[src/rtl/codec_regif_pkg.sv]
package codec_regif_pkg;
  localparam int IDX_W = 5;
  localparam int NREG = 1 << IDX_W;
  localparam int DW = 8;

  typedef enum logic [1:0] {
    PORT_IDX  = 2'd0,
    PORT_DATA = 2'd1,
    PORT_STAT = 2'd2,
    PORT_PIO  = 2'd3
  } portSel_e;

  localparam logic [IDX_W-1:0] REG_FMT   = 5'd8;
  localparam logic [IDX_W-1:0] REG_CFG   = 5'd9;
  localparam logic [IDX_W-1:0] REG_INIT  = 5'd11;
  localparam logic [IDX_W-1:0] REG_MODE  = 5'd12;
  localparam logic [IDX_W-1:0] REG_ALTST = 5'd24;

  typedef struct packed {
    logic             idxWr;
    logic             dataWr;
    logic             statWr;
    logic             fmtFull;
    logic             fmtUpper;
    logic             calHit;
    logic [IDX_W-1:0] idx;
  } strobe_t;

  function automatic logic [DW-1:0] resetVal(input logic [IDX_W-1:0] a);
    case (a)
      5'd2, 5'd3, 5'd4, 5'd5, 5'd18, 5'd19: resetVal = 8'h88;
      5'd6, 5'd7:                           resetVal = 8'h80;
      5'd9:                                 resetVal = 8'h08;
      5'd12:                                resetVal = 8'h8A;
      5'd25, 5'd26:                         resetVal = 8'hA0;
      default:                              resetVal = 8'h00;
    endcase
  endfunction
endpackage

[src/rtl/codec_regif_ctrl.sv]
module codec_regif_ctrl
  import codec_regif_pkg::*;
#(
  parameter int CAL_LOAD = 1,
  localparam int CAL_W = (CAL_LOAD < 2) ? 1 : $clog2(CAL_LOAD + 1)
) (
  input  logic          clk,
  input  logic          rstN,
  input  logic [1:0]    portSel,
  input  logic          wrEn,
  input  logic          rdEn,
  input  logic [DW-1:0] wrData,
  input  logic          extMode,
  input  logic          cfgCalReq,
  input  logic          fmtUpperEn,
  output strobe_t       stb,
  output logic [6:0]    idxQ,
  output logic          calBusy
);
  logic [CAL_W-1:0] calCnt;
  logic [IDX_W-1:0] idxEff;
  logic             dataSel;
  logic             mceRise;

  assign idxEff  = extMode ? idxQ[IDX_W-1:0] : {1'b0, idxQ[3:0]};
  assign dataSel = (portSel == PORT_DATA);
  assign mceRise = !idxQ[6] && wrData[6];
  assign calBusy = (calCnt != '0);

  always_comb begin
    stb          = '0;
    stb.idx      = idxEff;
    stb.idxWr    = wrEn && (portSel == PORT_IDX);
    stb.dataWr   = wrEn && dataSel;
    stb.statWr   = wrEn && (portSel == PORT_STAT);
    stb.fmtFull  = stb.dataWr && (idxEff == REG_FMT) && idxQ[6];
    stb.fmtUpper = stb.dataWr && (idxEff == REG_FMT) && !idxQ[6] && fmtUpperEn;
    stb.calHit   = dataSel && (idxEff == REG_INIT) && calBusy;
  end

  always_ff @(posedge clk) begin
    if (!rstN) begin
      idxQ   <= 7'h40;
      calCnt <= '0;
    end else begin
      if (stb.idxWr) begin
        idxQ <= wrData[6:0];
        if (mceRise && cfgCalReq) calCnt <= CAL_W'(CAL_LOAD);
      end else if (rdEn && stb.calHit) begin
        calCnt <= calCnt - 1'b1;
      end
    end
  end
endmodule

[src/rtl/codec_regif_dp.sv]
module codec_regif_dp
  import codec_regif_pkg::*;
(
  input  logic          clk,
  input  logic          rstN,
  input  strobe_t       stb,
  input  logic [1:0]    portSel,
  input  logic [DW-1:0] wrData,
  input  logic [6:0]    idxQ,
  input  logic          doneEvt,
  output logic [DW-1:0] rdData,
  output logic [DW-1:0] fmtOut,
  output logic [DW-1:0] cfgOut,
  output logic          extMode,
  output logic          fmtUpperEn,
  output logic          intQ
);
  logic [DW-1:0] bank [NREG];
  logic          pendFall;

  assign fmtOut     = bank[REG_FMT];
  assign cfgOut     = bank[REG_CFG];
  assign extMode    = bank[REG_MODE][6];
  assign fmtUpperEn = bank[REG_ALTST][4];
  assign pendFall   = stb.dataWr && (stb.idx == REG_ALTST) &&
                      bank[REG_ALTST][4] && !wrData[4];

  always_ff @(posedge clk) begin
    if (!rstN) begin
      for (int i = 0; i < NREG; i++) bank[i] <= resetVal(IDX_W'(i));
    end else begin
      if (stb.dataWr) begin
        case (stb.idx)
          REG_FMT: begin
            if (stb.fmtFull)       bank[REG_FMT] <= wrData;
            else if (stb.fmtUpper) bank[REG_FMT] <= {wrData[7:4], bank[REG_FMT][3:0]};
          end
          REG_CFG:  bank[REG_CFG] <= wrData & 8'hDF;
          REG_MODE: bank[REG_MODE][6] <= wrData[6];
          REG_INIT, 5'd22, 5'd27, 5'd29: ;
          default:  bank[stb.idx] <= wrData;
        endcase
      end
      if (stb.statWr) bank[REG_ALTST][6:4] <= 3'b000;
      if (doneEvt)    bank[REG_ALTST][4] <= 1'b1;
    end
  end

  always_ff @(posedge clk) begin
    if (!rstN)                       intQ <= 1'b0;
    else if (doneEvt)                intQ <= 1'b1;
    else if (stb.statWr || pendFall) intQ <= 1'b0;
  end

  always_comb begin
    case (portSel)
      PORT_IDX:  rdData = {1'b0, idxQ};
      PORT_DATA: rdData = bank[stb.idx] | (stb.calHit ? 8'h20 : 8'h00);
      PORT_STAT: rdData = {7'b0, intQ};
      default:   rdData = 8'h00;
    endcase
  end
endmodule

[src/rtl/codec_regif.sv]
module codec_regif
  import codec_regif_pkg::*;
#(
  parameter int CAL_LOAD = 1
) (
  input  logic       clk,
  input  logic       rstN,
  input  logic [1:0] portSel,
  input  logic       wrEn,
  input  logic       rdEn,
  input  logic [7:0] wrData,
  input  logic       doneEvt,
  output logic [7:0] rdData,
  output logic       irqOut,
  output logic [7:0] fmtOut,
  output logic       playEn,
  output logic       calBusy
);
  strobe_t       stb;
  logic [6:0]    idxQ;
  logic [DW-1:0] cfgOut;
  logic          extMode;
  logic          fmtUpperEn;

  codec_regif_ctrl #(.CAL_LOAD(CAL_LOAD)) u_ctrl (
    .clk(clk), .rstN(rstN), .portSel(portSel), .wrEn(wrEn), .rdEn(rdEn),
    .wrData(wrData), .extMode(extMode), .cfgCalReq(cfgOut[3] | cfgOut[4]),
    .fmtUpperEn(fmtUpperEn), .stb(stb), .idxQ(idxQ), .calBusy(calBusy)
  );

  codec_regif_dp u_dp (
    .clk(clk), .rstN(rstN), .stb(stb), .portSel(portSel), .wrData(wrData),
    .idxQ(idxQ), .doneEvt(doneEvt), .rdData(rdData), .fmtOut(fmtOut),
    .cfgOut(cfgOut), .extMode(extMode), .fmtUpperEn(fmtUpperEn), .intQ(irqOut)
  );

  assign playEn = cfgOut[0];
endmodule

[config.mk]
export PLATFORM = sky130hd
export DESIGN_NAME = codec_regif
export DESIGN_NICKNAME = d
export VERILOG_FILES = /design/src/rtl/codec_regif_pkg.sv /design/src/rtl/codec_regif_ctrl.sv /design/src/rtl/codec_regif_dp.sv /design/src/rtl/codec_regif.sv
export SDC_FILE = /design/constraint.sdc
export NUM_CORES = 1
export LEC_CHECK = 0
export ABC_CLOCK_PERIOD_IN_PS = 6750
export CORE_MARGIN = 4
export CORE_UTILIZATION = 67
export DETAILED_ROUTE_END_ITERATION = 12
export PLACE_DENSITY = 0.85
export SLEW_MARGIN = 20
export SYNTH_ARGS = -nofsm -noshare
export SYNTH_HDL_FRONTEND = slang
export SYNTH_HIERARCHICAL = 1
export SYNTH_SLANG_ARGS = --single-unit
[constraint.sdc]
create_clock -name clk -period 6.75 [get_ports clk]
set_input_delay 1.35 -clock clk [delete_from_list [all_inputs] [get_ports clk]]
set_output_delay 1.35 -clock clk [all_outputs]
set_load 0.02 [all_outputs]
# [Yosys cells after proc, flatten, opt, wreduce, memory -nomap -nowiden]
# Memories as Yosys holds them, arrays and structs flattened.
# Cells that the tools add are included.
[word_totals] ff_bits=9 ram_bits=256 out_inout_bits=19 n_memories=1
[classes] addsub=1 eq_ne=12 n_mux=53 bitwise=14 n_reduce_logical=24
[mem_list] name="u_dp.bank" words=32 width=8 read_ports=5 rd_ports_with_merged_regs=0 write_ports=32 line="codec_regif_dp.sv:18" rtl="logic [DW-1:0] bank [NREG];"
[ops] cell="$mux 8" n=10
[ops] cell="$mux 1" n=37
[ops] cell="$eq 5x5->1 const B" n=5
[ops] cell="$pmux 8 s3" n=1
[ops] cell="$eq 5x4->1 const B" n=4
[ops] cell="$logic_and 1x1->1" n=15
[ops] cell="$mux 5" n=2
[ops] cell="$or 8x8->8" n=1
[ops] cell="$reduce_or 8->1" n=1
[ops] cell="$or 1x1->1" n=7
[ops] cell="$reduce_or 7->1" n=1
[ops] cell="$mux 6" n=1
[ops] cell="$reduce_bool 2->1" n=2
[ops] cell="$and 1x1->1" n=3
[ops] cell="$mux 3" n=1
[ops] cell="$eq 2x1->1 const B" n=1
[ops] cell="$eq 2x2->1 const B" n=1
[ops] cell="$logic_not 1->1" n=2
[ops] cell="$logic_not 2->1" n=1
[ops] cell="$mux 2" n=1
[ops] cell="$ne 2x1->1 const B" n=1
[ops] cell="$not 1->1" n=2
[ops] cell="$reduce_and 2->1" n=1
[ops] cell="$and 1x1->1 const B" n=1
[ops] cell="2 further kinds" n=2

# [Longest topological paths before layout]
# An unclocked memory read counts as a cell.
[depth] word_depth=13 ltp_mapped=9 mapped_depth_nobuf=6

# [By module]
# Netlist, hierarchy kept.
[by_module_without_submodules] module="codec_regif_dp" n_inst=1 cells_per_inst=944 area_each_um2=12443.2 seq_area_each_um2=7697.4
[by_module_without_submodules] module="codec_regif_ctrl" n_inst=1 cells_per_inst=42 area_each_um2=436.7 seq_area_each_um2=160.2
[by_module_without_submodules] module="codec_regif" n_inst=1 cells_per_inst=1 area_each_um2=6.3 seq_area_each_um2=0.0

# [Worst setup path before layout]
# Ideal clock, no wire load.
[synth_path] path_kind="input -> output" from="in portSel[0]" to="out rdData[5]" arrival_ps=2565 path_slack_ps=2835 cell_stages=6 n_path_buf=0 path_cell_list="nor2b_1 -> and4bb_2 -> and2_1 -> nand3b_1 -> a2111oi_0 -> a311oi_1"
[synth_lines] item="start: declaration" line="codec_regif.sv:8" rtl="input logic [1:0] portSel,"
[synth_lines] item="end: declaration" line="codec_regif.sv:13" rtl="output logic [7:0] rdData,"

# [Worst setup path in the final report]
[layout_path] from="reg u_ctrl.idxQ[0]" to="out rdData[1]"
[layout_via] elab_chain_cells=4
[layout_lines] item="start: declaration" line="codec_regif_ctrl.sv:17" rtl="output logic [6:0] idxQ,"
[layout_lines] item="start signal: assignment" line="codec_regif_ctrl.sv:47" rtl="idxQ <= wrData[6:0];"
[layout_lines] item="$mux 5" line="codec_regif_ctrl.sv:25" rtl="assign idxEff = extMode ? idxQ[IDX_W-1:0] : {1'b0, idxQ[3:0]};"
[layout_lines] item="$mem_v2 32x8"
[layout_lines] item="$or 8x8->8" line="codec_regif_dp.sv:58" rtl="PORT_DATA: rdData = bank[stb.idx] | (stb.calHit ? 8'h20 : 8'h00);"
[layout_lines] item="$pmux 8 s3" line="codec_regif_dp.sv:56" rtl="case (portSel)"
# Every way passes these cells.

==> impl_results.md <==
- GRT Resource Usage Total: 0.304
- Number of enable-type register cells in the synthesized netlist: 255
- Vias after detailed routing: 8642
- Initial standard-cell utilization of the core: 0.684
- Flop2flop setup slack: 2990 ps
- Min-Delay Endpoint: u_dp/bank[24][7]
- Number of instances in the synthesized netlist: 987
- Least setup slack across all paths after layout: 1580 ps
- Adder and majority gate portion of the synthesized area: 0
- Compound-Gate Fraction of Synth Area: 0.0429
- Portion of netlist area occupied by mux cells: 0.118
- Drt initial violations: 1308
- Die height: 147 um
- Hold/Removal Path Class: reg2reg
- Mean cell area of the mapped netlist: 13.1 um^2
- Remaining number of nets flagged by the antenna check after routing: 0
- Cts-stage hold buffer count: 0
- Final hold violations: 0
- Sequential cell area: 0.00787 mm^2
- Number of nets at the end of the flow: 1034
- Seq/Total Area, Yosys: 0.610
- Reg-to-Reg Start: u_ctrl/idxQ[1]
- Synthesis warning total: 6
- Part of the cycle the worst path needs: 0.765
- Initial antenna violation count: 0
- Crit-path leading delay family: buffers and inverters
- Clock Skews: 15.4 ps
- Synth Cell Area: 0.0129 mm^2
- Number of buffer cells added on primary ports: 33
- Number of cells traversed by the worst register-to-register path: 5
- Crit-path max FO: 57
- RSZ-0062 raised after global routing: no
- Cells along the critical path: buf_4, mux4_2, a22o_1, a211o_1, a32o_1, clkdlybuf4s50_1
- Cell count after placement: 1250
- Fraction of layout instances using a drive strength above 1: 0.127
- Asr flop ratio synth: 0
- Diode count: 0
- Post-CTS Repair Setup Buffers: 0
- Number of standard-cell rows in the floorplan: 50
- Num Clock Sinks: 265
- Critical path class: reg2out
- Master of the slowest instance on the critical path: sky130_fd_sc_hd__dfxtp_4
- Largest stage delay, worst path: 930 ps
- Footprint of the multi-input gates: 0.00468 mm^2
- Post-CTS sizing: 0
- Area of the core: 0.0188 mm^2
- Weighted congestion reported at the end of routability-driven placement: 0.909
- Post-placement setup slack: 1670 ps
- Fin Setup TNS: 0 ps
- Result of the run: completed
- Floorplan die area: 0.0215 mm^2
- Clock period minus final worst setup slack: 5170 ps
- CP startpoint kind: flip-flop
- Data arrival time at the worst-slack endpoint: 3820 ps
- Drt drc: 0
- Clock insertion delay at the later pin of the skew report: 540 ps
- Total power divided by cell area: 249 mW/mm^2
- Power, Total: 3.54 mW
- Fraction of the mapped netlist area in simple logic gates: 0.190
- Non-filler instance count after layout: 1300
- WL final: 32100 um
- Slew HR: 0.291
- Max IR drop VDD: 0.272 mV
- Worst slew pin tran: 1060 ps
- Routed WL per cell: 24.7 um
- TritonCTS clock tree: built
- Vias per cell: 6.65
- Top cell type's share of synthesized area: 0.594
- Count of TritonRoute iterations in the first routing pass: 6
- Maximum Capacitance Violations: 0
- Cell at the root of the clock tree: sky130_fd_sc_hd__clkbuf_16
- Ys flop type: sky130_fd_sc_hd__edfxtp_1
- Number of buffer and inverter stages on the critical path: 2
- Total of flip-flops plus latches after synthesis: 265
- Top-count cell post-synth: sky130_fd_sc_hd__edfxtp_1
- Global-route wire length before repair: 50100 um
- Area growth from synthesis to layout: 10.5%
- Number of cells on the worst hold path: 2
- Clock input transition at the sequential cells of the worst setup and hold paths: 60 ps
- Post-route standard cell area excluding fillers: 0.0142 mm^2
- Post-DP Area: 0.0134 mm^2
- Largest family of logic cells by synthesized area: simple AND/OR/NAND/NOR gates
- Dominant cells by area after synthesis: sky130_fd_sc_hd__edfxtp_1 (59%), sky130_fd_sc_hd__mux4_2 (8.6%), sky130_fd_sc_hd__and2_1 (5.9%), sky130_fd_sc_hd__nand2_1 (3.6%), sky130_fd_sc_hd__and3_1 (2.9%)
- Buffer levels on the longest clock path: 3
- Post-DP HPWL: 20800 um
- Number of fill cells: 1135
- Post-Synth XOR/XNOR Area: 0
- Horizontal die dimension: 147 um
- Cell type with the largest total area after synthesis: sky130_fd_sc_hd__edfxtp_1
- Most numerous cell types in the synthesized netlist: sky130_fd_sc_hd__edfxtp_1 (255), sky130_fd_sc_hd__nand2_1 (124), sky130_fd_sc_hd__and2_1 (121)
- Static leakage power: 5.32 nW
- Global-route congestion overflow total: 0
- Final-report max-slew violation count: 0
- Count of endpoints failing setup in the final report: 0
- Critical path required time: 5400 ps
- # IOs: 34
- Maximum number of pins on one net before global-route repair: 75
- Worst reg2reg endpoint: u_dp/bank[3][7]
- Count of distinct cell types in the synthesized netlist: 65
- Hold Crit Start: u_dp/bank[24][7]
- Deepest level of the CTS H-tree: 1
- Sort of element at the end of the critical path: output port
- TritonCTS buffer count: 27
- Number of global-route vias before repair: 8334
- Highest Clock Rate: 194 MHz
[how the worst max path moves through the flow]
stage,from,to,slack (ps),depth (start not counted)
final,u_ctrl/idxQ[0],rdData[1],1580,6
after global routing,u_ctrl/idxQ[0],rdData[1],1410,6
after CTS,u_ctrl/idxQ[0],rdData[1],1580,6
after detailed placement,portSel[0],rdData[5],1670,8
after global placement,portSel[0],rdData[5],1700,8
after floorplan,portSel[0],rdData[5],2830,6
[report_power, final]
group	leakage (nW)	switching (mW)	total [mW]	internal, mW
clock network	0.402	0.606	1.42	0.812
registers	2.63	0.0337	1.90	1.86
logic	2.29	0.144	0.228	0.0841
total	5.32	0.784	3.54	2.76
[cells in the final DEF, fill, tap and decap left out, types with 3 or more instances in the layout]
cell	netlist	layout
sky130_fd_sc_hd__nand3b_1	5	5
sky130_fd_sc_hd__mux2i_1	28	28
sky130_fd_sc_hd__a22o_1	8	8
sky130_fd_sc_hd__nor3_1	8	7
sky130_fd_sc_hd__clkinv_2	0	4
sky130_fd_sc_hd__o21ai_0	10	9
sky130_fd_sc_hd__nand3_1	17	17
sky130_fd_sc_hd__nor2b_1	14	14
sky130_fd_sc_hd__nor2_1	46	46
sky130_fd_sc_hd__conb_1	2	40
sky130_fd_sc_hd__dfxtp_1	10	8
sky130_fd_sc_hd__buf_4	7	19
sky130_fd_sc_hd__and3_1	59	59
sky130_fd_sc_hd__a31oi_1	5	5
sky130_fd_sc_hd__nand2_1	124	124
sky130_fd_sc_hd__clkbuf_16	0	27
sky130_fd_sc_hd__inv_1	22	22
sky130_fd_sc_hd__edfxtp_1	255	255
sky130_fd_sc_hd__clkbuf_1	46	8
sky130_fd_sc_hd__a32o_1	5	5
sky130_fd_sc_hd__o221ai_1	5	5
sky130_fd_sc_hd__mux4_2	49	49
sky130_fd_sc_hd__or2_1	3	3
sky130_fd_sc_hd__or3_1	14	14
sky130_fd_sc_hd__nand2b_1	14	14
sky130_fd_sc_hd__a22oi_1	9	9
sky130_fd_sc_hd__and2_1	121	121
sky130_fd_sc_hd__clkinv_1	0	7
sky130_fd_sc_hd__o22ai_1	4	4
sky130_fd_sc_hd__mux2_2	11	11
sky130_fd_sc_hd__a221oi_1	5	5
sky130_fd_sc_hd__a211o_1	4	4
sky130_fd_sc_hd__clkdlybuf4s50_1	0	31
[layer usage]
| layer | part of all wire | global-route usage | wire length (um) | up-vias |
|---|---|---|---|---|
| met5 | 0 | 0 | 0 | - |
| met2 | 0.46 | 0.466 | 14700 | 683 |
| met4 | 0.031 | 0.0842 | 990 | 0 |
| met1 | 0.38 | 0.450 | 12200 | 4210 |
| met3 | 0.13 | 0.0630 | 4310 | 83 |
| li1 | - | - | - | 3666 |
[metrics by stage]
step	hold WS [ps]	util
final	490	0.756
after CTS	478	0.756
after global placement	441	0.712
after detailed placement	451	0.712
after global routing	532	0.756
after floorplan	433	-
[registers in the layout (all words and copies together), names as in the netlist]
register	count
u_dp/bank	256
u_ctrl/idxQ	7
u_ctrl/calBusy	1
u_dp/intQ	1
[kinds of logic after synthesis]
| family | after synthesis |
|---|---|
| simple gates | 452 |
| flops | 265 |
| buf+inv | 108 |
| mux | 89 |
| compound gates | 71 |
| other cells | 2 |
[layout make-up]
class / instances / share of cell area
sequential: 265 / 0.553
multi-input combinational: 652 / 0.328
clock buffer: 35 / 0.0496
timing repair buffer: 51 / 0.0322
tap: 260 / 0.0229
clock inverter: 15 / 0.00861
inverter: 22 / 0.00580
[tightest hold or removal path, delay by kind of cell (launching register included)]
kind / cells / cell delay, ps
compound gates: 1 / 60
flops: 1 / 320
simple gates: 1 / 60
Note: power is estimated with default switching activity, not from simulation.
